$ cat config.mk
export PLATFORM = sky130hd
export DESIGN_NAME = iova_xlate
export DESIGN_NICKNAME = d
export VERILOG_FILES = /design/src/rtl/iova_pkg.sv /design/src/rtl/iova_regs.sv /design/src/rtl/iova_pgcalc.sv /design/src/rtl/iova_tlb.sv /design/src/rtl/iova_fsm.sv /design/src/rtl/iova_xlate.sv
export SDC_FILE = /design/constraint.sdc
export NUM_CORES = 1
export LEC_CHECK = 0
export CAP_MARGIN = 20
export CORE_UTILIZATION = 64
export DETAILED_ROUTE_END_ITERATION = 10
export DONT_BUFFER_PORTS = 1
export GPL_TIMING_DRIVEN = 1
export PLACE_DENSITY_LB_ADDON = 0.08
export SYNTH_ARGS = -nofsm -noshare
export SYNTH_HDL_FRONTEND = slang
export SYNTH_SLANG_ARGS = --single-unit
export TNS_END_PERCENT = 20
$ cat constraint.sdc
create_clock -name clk -period 3.5 [get_ports clk]
set_input_delay 0.175 -clock clk [delete_from_list [all_inputs] [get_ports clk]]
set_output_delay 0.175 -clock clk [all_outputs]
set_load 0.1 [all_outputs]
$ cat src/rtl/iova_pkg.sv
package iova_pkg;
  localparam int AW          = 32;
  localparam int PG          = 12;
  localparam int VPN_W       = AW - PG;
  localparam int PPN_W       = 19;
  localparam int WIN_MIN_LOG = 24;

  // table entry fields
  localparam int PTE_V       = 1;
  localparam int PTE_W       = 2;
  localparam int PTE_PPN_LO  = 8;
  localparam int PTE_PPN_HI  = PTE_PPN_LO + PPN_W - 1;

  // register selectors
  localparam int SEL_CTRL    = 0;
  localparam int SEL_BASE    = 1;
  localparam int SEL_FLALL   = 2;
  localparam int SEL_FLPG    = 3;
  localparam int SEL_SLOT0   = 4;

  typedef enum logic [2:0] {
    S_IDLE,
    S_LOOK,
    S_FETCH,
    S_WAIT,
    S_RESP
  } st_t;

  typedef struct packed {
    logic [PPN_W-1:0] ppn;
    logic             wr_ok;
  } map_t;
endpackage

$ cat src/rtl/iova_regs.sv
module iova_regs import iova_pkg::*; #(
  parameter int NSLOT = 4,
  parameter int SEL_W = 3
) (
  input  logic             clk,
  input  logic             rst_n,
  input  logic             we,
  input  logic [SEL_W-1:0] sel,
  input  logic [AW-1:0]    wdata,
  output logic             xl_en,
  output logic [2:0]       rng,
  output logic [AW-1:0]    tbl_base,
  output logic [NSLOT-1:0] slot_byp,
  output logic [NSLOT-1:0] slot_hi,
  output logic             flush_all,
  output logic             flush_pg,
  output logic [VPN_W-1:0] flush_vpn
);
  always_ff @(posedge clk or negedge rst_n) begin
    if (!rst_n) begin
      xl_en    <= 1'b0;
      rng      <= '0;
      tbl_base <= '0;
    end else if (we) begin
      if (sel == SEL_W'(SEL_CTRL)) begin
        xl_en <= wdata[0];
        rng   <= wdata[4:2];
      end
      if (sel == SEL_W'(SEL_BASE)) tbl_base <= wdata;
    end
  end

  for (genvar s = 0; s < NSLOT; s++) begin : g_slot
    always_ff @(posedge clk or negedge rst_n) begin
      if (!rst_n) begin
        slot_byp[s] <= 1'b0;
        slot_hi[s]  <= 1'b0;
      end else if (we && sel == SEL_W'(SEL_SLOT0 + s)) begin
        slot_byp[s] <= wdata[0];
        slot_hi[s]  <= wdata[1];
      end
    end
  end

  assign flush_all = we && (sel == SEL_W'(SEL_FLALL));
  assign flush_pg  = we && (sel == SEL_W'(SEL_FLPG));
  assign flush_vpn = wdata[AW-1:PG];
endmodule

$ cat src/rtl/iova_pgcalc.sv
module iova_pgcalc import iova_pkg::*; (
  input  logic [AW-1:0] va,
  input  logic [2:0]    rng,
  input  logic [AW-1:0] base,
  output logic          in_win,
  output logic [AW-1:0] pte_addr
);
  logic [4:0]    sz_log;
  logic [AW-1:0] start;
  logic [AW-1:0] offs;

  assign sz_log   = 5'(WIN_MIN_LOG) + {2'b00, rng};
  assign start    = {AW{1'b1}} << sz_log;
  assign in_win   = (va & start) == start;
  assign offs     = va & ~start;
  assign pte_addr = base + ((offs >> PG) << 2);
endmodule

$ cat src/rtl/iova_tlb.sv
module iova_tlb import iova_pkg::*; #(
  parameter int N = 4
) (
  input  logic             clk,
  input  logic             rst_n,
  input  logic [VPN_W-1:0] lk_vpn,
  output logic             lk_hit,
  output map_t             lk_map,
  input  logic             fill,
  input  logic [VPN_W-1:0] fill_vpn,
  input  map_t             fill_map,
  input  logic             flush_all,
  input  logic             flush_pg,
  input  logic [VPN_W-1:0] flush_vpn
);
  localparam int IW = (N > 1) ? $clog2(N) : 1;

  logic [N-1:0]     vld;
  logic [VPN_W-1:0] tag [N];
  map_t             ent [N];
  logic [N-1:0]     match;
  logic [IW-1:0]    ptr;
  logic             lk_kill;
  logic             fill_kill;
  logic             fill_do;

  // a flush in the same cycle as a lookup already counts
  assign lk_kill   = flush_all || (flush_pg && flush_vpn == lk_vpn);
  assign fill_kill = flush_all || (flush_pg && flush_vpn == fill_vpn);
  assign fill_do   = fill && !fill_kill;

  for (genvar i = 0; i < N; i++) begin : g_match
    assign match[i] = vld[i] && (tag[i] == lk_vpn);
  end

  always_comb begin
    lk_hit = (|match) && !lk_kill;
    lk_map = '0;
    for (int i = 0; i < N; i++) begin
      if (match[i]) lk_map = map_t'(lk_map | ent[i]);
    end
  end

  always_ff @(posedge clk or negedge rst_n) begin
    if (!rst_n) begin
      vld <= '0;
      ptr <= '0;
    end else begin
      for (int i = 0; i < N; i++) begin
        if (flush_all || (flush_pg && tag[i] == flush_vpn)) vld[i] <= 1'b0;
      end
      if (fill_do) begin
        vld[ptr] <= 1'b1;
        ptr      <= (ptr == IW'(N - 1)) ? '0 : ptr + 1'b1;
      end
    end
  end

  always_ff @(posedge clk) begin
    if (fill_do) begin
      tag[ptr] <= fill_vpn;
      ent[ptr] <= fill_map;
    end
  end
endmodule

$ cat src/rtl/iova_fsm.sv
module iova_fsm import iova_pkg::*; #(
  parameter int NSLOT  = 4,
  parameter int SLOT_W = 2
) (
  input  logic              clk,
  input  logic              rst_n,
  input  logic              req_valid,
  output logic              req_ready,
  input  logic [SLOT_W-1:0] req_slot,
  input  logic [AW-1:0]     req_va,
  input  logic              req_wr,
  output logic              rsp_valid,
  input  logic              rsp_ready,
  output logic [AW-1:0]     rsp_pa,
  output logic              rsp_fault,
  output logic              mem_rd_valid,
  input  logic              mem_rd_ready,
  output logic [AW-1:0]     mem_rd_addr,
  input  logic              mem_rdata_valid,
  input  logic [AW-1:0]     mem_rdata,
  input  logic              xl_en,
  input  logic [NSLOT-1:0]  slot_byp,
  input  logic [NSLOT-1:0]  slot_hi,
  output logic [AW-1:0]     cur_va,
  input  logic              in_win,
  input  logic [AW-1:0]     pte_addr,
  output logic [VPN_W-1:0]  lk_vpn,
  input  logic              lk_hit,
  input  map_t              lk_map,
  output logic              fill,
  output logic [VPN_W-1:0]  fill_vpn,
  output map_t              fill_map
);
  st_t               st, st_n;
  logic [AW-1:0]     va_q, pa_q, pa_n, addr_q;
  logic [SLOT_W-1:0] slot_q;
  logic              wr_q, flt_q, flt_n;
  logic              byp, hi, pte_ok, pte_wr;
  logic              unused_pte;

  assign byp        = slot_byp[slot_q];
  assign hi         = slot_hi[slot_q];
  assign pte_ok     = mem_rdata[PTE_V];
  assign pte_wr     = mem_rdata[PTE_W];
  assign unused_pte = ^{mem_rdata[AW-1:PTE_PPN_HI+1], mem_rdata[PTE_PPN_LO-1:PTE_W+1], mem_rdata[0]};

  assign req_ready    = (st == S_IDLE);
  assign rsp_valid    = (st == S_RESP);
  assign mem_rd_valid = (st == S_FETCH);
  assign mem_rd_addr  = addr_q;
  assign rsp_pa       = pa_q;
  assign rsp_fault    = flt_q;
  assign cur_va       = va_q;
  assign lk_vpn       = va_q[AW-1:PG];

  assign fill         = (st == S_WAIT) && mem_rdata_valid && pte_ok;
  assign fill_vpn     = va_q[AW-1:PG];
  assign fill_map     = '{ppn: mem_rdata[PTE_PPN_HI:PTE_PPN_LO], wr_ok: pte_wr};

  always_comb begin
    st_n  = st;
    pa_n  = pa_q;
    flt_n = flt_q;
    case (st)
      S_IDLE: if (req_valid) st_n = S_LOOK;
      S_LOOK: begin
        st_n  = S_RESP;
        pa_n  = '0;
        flt_n = 1'b0;
        if (byp) begin
          pa_n = {1'b0, hi, va_q[AW-3:0]};
        end else if (!xl_en) begin
          pa_n = va_q;
        end else if (!in_win) begin
          flt_n = 1'b1;
        end else if (lk_hit) begin
          if (wr_q && !lk_map.wr_ok) flt_n = 1'b1;
          else                       pa_n  = {1'b0, lk_map.ppn, va_q[PG-1:0]};
        end else begin
          st_n = S_FETCH;
        end
      end
      S_FETCH: if (mem_rd_ready) st_n = S_WAIT;
      S_WAIT: begin
        if (mem_rdata_valid) begin
          st_n  = S_RESP;
          pa_n  = '0;
          flt_n = 1'b0;
          if (!pte_ok || (wr_q && !pte_wr)) flt_n = 1'b1;
          else pa_n = {1'b0, mem_rdata[PTE_PPN_HI:PTE_PPN_LO], va_q[PG-1:0]};
        end
      end
      S_RESP: if (rsp_ready) st_n = S_IDLE;
      default: st_n = S_IDLE;
    endcase
  end

  always_ff @(posedge clk or negedge rst_n) begin
    if (!rst_n) begin
      st     <= S_IDLE;
      pa_q   <= '0;
      flt_q  <= 1'b0;
      va_q   <= '0;
      wr_q   <= 1'b0;
      slot_q <= '0;
      addr_q <= '0;
    end else begin
      st    <= st_n;
      pa_q  <= pa_n;
      flt_q <= flt_n;
      if (st == S_IDLE && req_valid) begin
        va_q   <= req_va;
        wr_q   <= req_wr;
        slot_q <= req_slot;
      end
      if (st == S_LOOK) addr_q <= pte_addr;
    end
  end
endmodule

$ cat src/rtl/iova_xlate.sv
module iova_xlate import iova_pkg::*; #(
  parameter  int NSLOT  = 4,
  parameter  int TLB_N  = 4,
  localparam int SLOT_W = (NSLOT > 1) ? $clog2(NSLOT) : 1,
  localparam int SEL_W  = $clog2(SEL_SLOT0 + NSLOT)
) (
  input  logic              clk,
  input  logic              rst_n,
  input  logic              req_valid,
  output logic              req_ready,
  input  logic [SLOT_W-1:0] req_slot,
  input  logic [31:0]       req_va,
  input  logic              req_wr,
  output logic              rsp_valid,
  input  logic              rsp_ready,
  output logic [31:0]       rsp_pa,
  output logic              rsp_fault,
  output logic              mem_rd_valid,
  input  logic              mem_rd_ready,
  output logic [31:0]       mem_rd_addr,
  input  logic              mem_rdata_valid,
  input  logic [31:0]       mem_rdata,
  input  logic              reg_we,
  input  logic [SEL_W-1:0]  reg_sel,
  input  logic [31:0]       reg_wdata
);
  logic             xl_en;
  logic [2:0]       rng;
  logic [AW-1:0]    tbl_base;
  logic [NSLOT-1:0] slot_byp, slot_hi;
  logic             flush_all, flush_pg;
  logic [VPN_W-1:0] flush_vpn;
  logic [AW-1:0]    cur_va, pte_addr;
  logic             in_win;
  logic [VPN_W-1:0] lk_vpn, fill_vpn;
  logic             lk_hit, fill;
  map_t             lk_map, fill_map;

  iova_regs #(.NSLOT(NSLOT), .SEL_W(SEL_W)) u_regs (
    .clk(clk), .rst_n(rst_n), .we(reg_we), .sel(reg_sel), .wdata(reg_wdata),
    .xl_en(xl_en), .rng(rng), .tbl_base(tbl_base),
    .slot_byp(slot_byp), .slot_hi(slot_hi),
    .flush_all(flush_all), .flush_pg(flush_pg), .flush_vpn(flush_vpn)
  );

  iova_pgcalc u_calc (
    .va(cur_va), .rng(rng), .base(tbl_base), .in_win(in_win), .pte_addr(pte_addr)
  );

  iova_tlb #(.N(TLB_N)) u_tlb (
    .clk(clk), .rst_n(rst_n), .lk_vpn(lk_vpn), .lk_hit(lk_hit), .lk_map(lk_map),
    .fill(fill), .fill_vpn(fill_vpn), .fill_map(fill_map),
    .flush_all(flush_all), .flush_pg(flush_pg), .flush_vpn(flush_vpn)
  );

  iova_fsm #(.NSLOT(NSLOT), .SLOT_W(SLOT_W)) u_fsm (
    .clk(clk), .rst_n(rst_n),
    .req_valid(req_valid), .req_ready(req_ready), .req_slot(req_slot),
    .req_va(req_va), .req_wr(req_wr),
    .rsp_valid(rsp_valid), .rsp_ready(rsp_ready), .rsp_pa(rsp_pa), .rsp_fault(rsp_fault),
    .mem_rd_valid(mem_rd_valid), .mem_rd_ready(mem_rd_ready), .mem_rd_addr(mem_rd_addr),
    .mem_rdata_valid(mem_rdata_valid), .mem_rdata(mem_rdata),
    .xl_en(xl_en), .slot_byp(slot_byp), .slot_hi(slot_hi),
    .cur_va(cur_va), .in_win(in_win), .pte_addr(pte_addr),
    .lk_vpn(lk_vpn), .lk_hit(lk_hit), .lk_map(lk_map),
    .fill(fill), .fill_vpn(fill_vpn), .fill_map(fill_map)
  );
endmodule

==> Word-level counts from Yosys, hierarchy flattened <==
Memories as Yosys holds them, arrays and structs flattened.
Cells that the tools add are included.
{ "word_totals": {"output_inout_bits": 68, "mem_bits_rw": 160, "inputBits": 109, "regBits": 153, "n_memories": 2} }
{ "classes": {"eq_ne": 26, "n_reduce_logical": 41, "mux": 43, "magnitude_cmp": 3, "n_bitwise": 7, "add_sub_neg": 3, "shifts": 1} }
{ "memory_table": {"columns": ["name", "depth", "word_bits", "read_ports", "rd_ports_with_merged_regs", "write_ports", "line_no", "rtl"], "rows": [
  ["u_tlb.ent", 4, 20, 4, 0, 1, "iova_tlb.sv:20", "map_t ent [N];"],
  ["u_tlb.tag", 4, 20, 4, 0, 1, "iova_tlb.sv:19", "logic [VPN_W-1:0] tag [N];"]
]} }
{ "ops": {"columns": ["op", "n"], "rows": [
  ["equality test 20 bit", 9],
  ["2-to-1 mux 32 bit", 5],
  ["2-to-1 mux 20 bit", 4],
  ["bitwise AND 32 bit", 2],
  ["case mux 32 bit (2 select lines)", 1],
  ["2-to-1 mux 31 bit", 2],
  ["OR 20 bit", 3],
  ["adder 32 x 22 -> 32 bit", 1],
  ["equality test 32 bit", 1],
  ["inverter 32 bit", 1],
  ["<< shifter 32 x 5 -> 32 bit, first input constant", 1],
  ["2-to-1 mux 3 bit", 8],
  ["logical AND 1 bit", 23],
  ["2-to-1 mux 1 bit", 16],
  ["equality test 3 bit, second input constant", 5],
  ["case mux 3 bit (5 select lines)", 1],
  ["equality test 3 x 2 -> 1 bit, second input constant", 4],
  ["equality test 3 x 1 -> 1 bit, second input constant", 2],
  ["zero test 3 bit", 2],
  ["logical OR 1 bit", 6],
  ["< comparator 2 x 3 -> 1 bit, second input constant", 2],
  ["AND reduction 2 bit", 3],
  ["adder 4 x 4 -> 5 bit, first input constant", 1],
  ["binary-select mux 1 bit (select 2 bit)", 2],
  ["14 further kinds", 19]
]} }

==> Longest topological paths before layout <==
An unclocked memory read counts as a cell.
{ "depth": {"depth_word": 18, "depth_mapped": 11, "depth_no_buf": 11} }

==> Hierarchy <==
Synthesis repeated with hierarchy kept, for this count alone.
{ "hier_totals": {"cells_unflattened": 1303, "area_unflattened_um2": 16313.1} }
{ "by_module_without_submodules": {"columns": ["mod", "area_per_inst_um2", "cells_each", "n_inst"], "rows": [
  ["iova_tlb", 8147.8, 621, 1],
  ["iova_fsm", 4917.2, 387, 1],
  ["iova_regs", 1981.9, 120, 1],
  ["iova_pgcalc", 1266.2, 175, 1]
]} }

==> Worst setup path before layout <==
No wires, ideal clock.
{ "synth_path": {"path_type": "flip-flop to flip-flop", "from": "reg u_fsm.st[0]", "to": "reg u_fsm.va_q[19], in the netlist u_fsm.cur_va[19]", "t_arrival_ns": 4.015, "setup_ns": 0.125, "path_buffers": 3, "stages_incl_launch_ff": 7, "period_less_slack_ns": 4.140, "required_time_ns": 3.375, "setup_slack_ns": -0.640, "path_cell_list": "dfrtp_1 > buf_2 > nor3_1 > and2_1 > clkbuf_1 > buf_1 > mux2_2"} }
{ "synth_via": {"elab_chain_len": 2} }
{ "synth_rtl": {"columns": ["item", "line_no", "rtl"], "rows": [
  ["start, declared", "iova_fsm.sv:34", "st_t st, st_n;"],
  ["start signal, assigned", "iova_fsm.sv:108", "st <= st_n;"],
  ["zero test 3 bit", null, null],
  ["via req_ready", "iova_xlate.sv:10", "output logic req_ready,"],
  ["logical AND 1 bit", "iova_fsm.sv:111", "if (st == S_IDLE && req_valid) begin"],
  ["end signal, assigned", "iova_fsm.sv:112", "va_q <= req_va;"],
  ["end, declared", "iova_fsm.sv:35", "logic [AW-1:0] va_q, pa_q, pa_n, addr_q;"]
]} }
The timed path passes the listed nets, and every way through them passes these cells.
A chain may end at the register's enable or synchronous reset.

==> Final worst setup path <==
{ "layout_path": {"from": "reg u_fsm.va_q[14], in the netlist u_fsm.cur_va[14]", "to": "reg u_fsm.addr_q[21], in the netlist u_fsm.mem_rd_addr[21]"} }
{ "layout_via": {"elab_chain_len": 2} }
{ "layout_rtl": {"columns": ["item", "line_no", "rtl"], "rows": [
  ["bitwise AND 32 bit", "iova_pgcalc.sv:15", "assign offs = va & ~start;"],
  ["adder 32 x 22 -> 32 bit", "iova_pgcalc.sv:16", "assign pte_addr = base + ((offs >> PG) << 2);"],
  ["end signal, assigned", "iova_fsm.sv:116", "if (st == S_LOOK) addr_q <= pte_addr;"],
  ["end, declared", "iova_fsm.sv:35", null]
]} }
Every way passes these cells.

==> results.sh <==
export IMPL_synth_xor_area_share_pct=11.8
export IMPL_synth_simple_area_share_pct=9.56
export IMPL_tightest_slew_ns=0.961
export IMPL_status="finished with violations"
export IMPL_cts_root_buf="clkbuf_16"
export IMPL_vias_per_cell=6.31
export IMPL_hold_class="primary input to async pin"
export IMPL_drtIter0Drc=864
export IMPL_synth_top_area_cell="edfxtp_1"
export IMPL_ir_drop_mv=0.769
export IMPL_grt_pass1_wl_um=62200
export IMPL_synthTopCellsByCount="edfxtp_1, dfrtp_1, xnor2_1"
export IMPL_final_nets=1443
export IMPL_post_route_period_util_pct=92.9
export IMPL_grt_pass1_vias=10700
export IMPL_dieArea_sq_mm=0.0243
export IMPL_clk_latency_ns=0.52
export IMPL_synth_area_leaders="edfxtp_1, dfrtp_1, xnor2_1"
export IMPL_synth_warnings=0
export IMPL_min_period_ns=3.25
export IMPL_synth_area_sq_mm=0.0151
export IMPL_io_buffers=0
export IMPL_path_max_fanout=12
export IMPL_async_flop_share_pct=48.9
export IMPL_setup_viol=0
export IMPL_cts_sinks=313
export IMPL_dr_total_vias=10400
export IMPL_dr_pass1_iters=5
export IMPL_fin_hold_ws_ns=-0.641
export IMPL_synth_cell_types=67
export IMPL_clock_skew_ns=0.0170
export IMPL_yosysMostFrequentCell="edfxtp_1"
export IMPL_postCtsHoldBufs=99
export IMPL_final_cell_area_sq_mm=0.0177
export IMPL_hold_violations=153
export IMPL_seq_area_frac_synth_pct=57.0
export IMPL_cts_tree="done"
export IMPL_synth_seq_cells=313
export IMPL_p_leak_uw=0.00660
export IMPL_wl_per_cell_um=24.5
export IMPL_violations="hold timing"
export IMPL_drv_cap=0
export IMPL_die_x_um=156
export IMPL_ios=177
export IMPL_rsz0062_at_grt="false"
export IMPL_routed_wl_um=40400
export IMPL_hpwl_um=25600
export IMPL_synth_compound_area_share_pct=10.7
export IMPL_drive_gt1_share_pct=15.7
export IMPL_synthToLayoutAreaGrowth_pct=16.9
export IMPL_syn_area_per_cell_sq_um=12.5
export IMPL_start_kind="register"
export IMPL_synthMuxAreaShare_pct=5.73
export IMPL_syn_nets=1348
export IMPL_crit_type="register to register"
export IMPL_grt_max_degree=154
export IMPL_endpoint_kind="register"
export IMPL_cts_buffers=34
export IMPL_finalSetupTns_ns=0
export IMPL_initial_core_util_pct=66.1
export IMPL_core_rowCount=55
export IMPL_place_congestion=0.884
export IMPL_grt_overflow_total=0
export IMPL_reg2reg_slack_ns=0.25
export IMPL_relSlewSlack_pct=35.9
export IMPL_h_tree_depth=2
export IMPL_die_h_um=156
export IMPL_synth_top_area_share_pct=31.7
export IMPL_antenna_found_initial=0
export IMPL_antenna_left=0
export IMPL_place_area_sq_mm=0.0156
export IMPL_synth_top_family_by_area="XOR/XNOR gates"
export IMPL_fmax_mhz=308
export IMPL_report_final_slew_viol_count=0
export IMPL_arrival_ns=3.62
export IMPL_synthFlopType="edfxtp_1"
export IMPL_synth_edf_count=160
export IMPL_drc=0
export IMPL_antenna_cells=0
export IMPL_power_density_mw_per_mm2=888
export IMPL_core_area_sq_mm=0.0229
export IMPL_cts_setup_buffers=0
export IMPL_path_clk_slew_ns=0.06
export IMPL_grtUsageTotal_pct=34.3
export IMPL_cts_max_path_buffers=3
export IMPL_cp_required_ns=3.87
export IMPL_synth_fa_ha_area_share_pct=2.03
export IMPL_synthCells=1215
==> power by group <==
| group | internal (uW) | switching [uW] | leakage (uW) |
|---|---|---|---|
| Sequential | 4640 | 3490 | 0.00328 |
| Combinational | 1870 | 2170 | 0.00279 |
| Clock | 2100 | 1430 | 0.000527 |
| Total | 8620 | 7100 | 0.00660 |
==> sequential cells by signal, summed over array words and instances, names as in the netlist, 2 cells and up <==
signal	count
u_tlb.ent	80
u_tlb.tag	80
u_fsm.cur_va	32
u_fsm.mem_rd_addr	32
u_fsm.rsp_pa	32
u_regs.tbl_base	32
u_regs.slot_byp	4
u_regs.slot_hi	4
u_tlb.vld	4
u_fsm.st	3
u_regs.rng	3
u_fsm.slot_q	2
u_tlb.ptr	2
==> layout by cell type (no fill, tap or decap), types with 38 or more instances in the layout <==
master and n:
xnor2_1 143, xor2_1 61, edfxtp_1 160, buf_4 38, a22oi_1 39, nand2_1 88
o21ai_0 47, nor2_1 39, dfrtp_1 153, mux2_2 73, dlygate4sd3_1 99
==> cell families after synthesis <==
family                     count (synthesis)
buffers and inverters                    101
xor gates and xnor gates                 204
and+or+nand+nor                          273
AOI/OAI and AO/OA                        225
DFF                                      313
muxes                                     75
adders and majority gates                 24
==> final cells by class <==
| cell class | count | area [sq um] |
|---|---|---|
| clock buffers | 47 | 941 |
| clock inverters | 14 | 144 |
| fillers | 1412 | 5210 |
| inverters | 14 | 52.6 |
| multi-input cells | 801 | 6070 |
| flip-flops and latches | 313 | 8630 |
| well taps | 313 | 392 |
| repair buffers | 146 | 1470 |
==> metrics by stage <==
step	setup slack (ns)	utilization (%)	hold WS (ns)	cells	total power, uW
3_5_place_dp	0.353	68.2	-0.118	1488	12000
2_1_floorplan	0.296	-	-0.121	1215	10800
5_1_grt	0.0183	77.3	-0.656	1648	16300
3_3_place_gp	0.403	68.2	-0.118	1488	11900
4_1_cts	0.285	77.2	-0.655	1648	15700
6_report	0.249	77.3	-0.641	1648	15700
==> metal layers <==
layer | vias up | GRT usage [%] | part of all wire (%)
met3 | 71 | 8.31 | 9.6
met1 | 5216 | 47.5 | 41
li1 | 4642 | - | -
met2 | 477 | 53.6 | 47
met5 | - | 0 | 0
met4 | 0 | 10.8 | 2.6
==> critical path, stage by stage (launching register included) <==
cell	delay, ns
dfrtp_1	0.83
ha_1	0.41
o21ai_0	0.28
o21bai_1	0.18
o211ai_1	0.26
nand4_1	0.18
a311oi_1	0.51
o21ai_0	0.20
xnor2_1	0.17
o21ai_0	0.09
==> repair_timing <==
| item | CTS | global route |
|---|---|---|
| gates resized for setup | 0 | 1 |
| setup endpoints to repair | 0 | 1 |
| endpoints found under the hold margin | 334 | 153 |
==> worst paths after layout <==
path	depth (start not counted)	startpoint	to
max in group asynchronous	0	rst_n	u_fsm.rsp_pa[24]$_DFFE_PN0P_
hold / removal	0	rst_n	u_regs.tbl_base[11]$_DFFE_PN0P_
setup / recovery	9	u_fsm.cur_va[14]$_DFFE_PN0P_	u_fsm.mem_rd_addr[21]$_DFFE_PN0P_
min in group clk	3	reg_sel[2]	u_regs.slot_hi[0]$_DFFE_PN0P_
setup reg to reg	9	u_fsm.cur_va[14]$_DFFE_PN0P_	u_fsm.mem_rd_addr[21]$_DFFE_PN0P_
hold reg to reg	2	u_regs.tbl_base[0]$_DFFE_PN0P_	u_fsm.mem_rd_addr[0]$_DFFE_PN0P_
(Power assumes the default switching activity.)
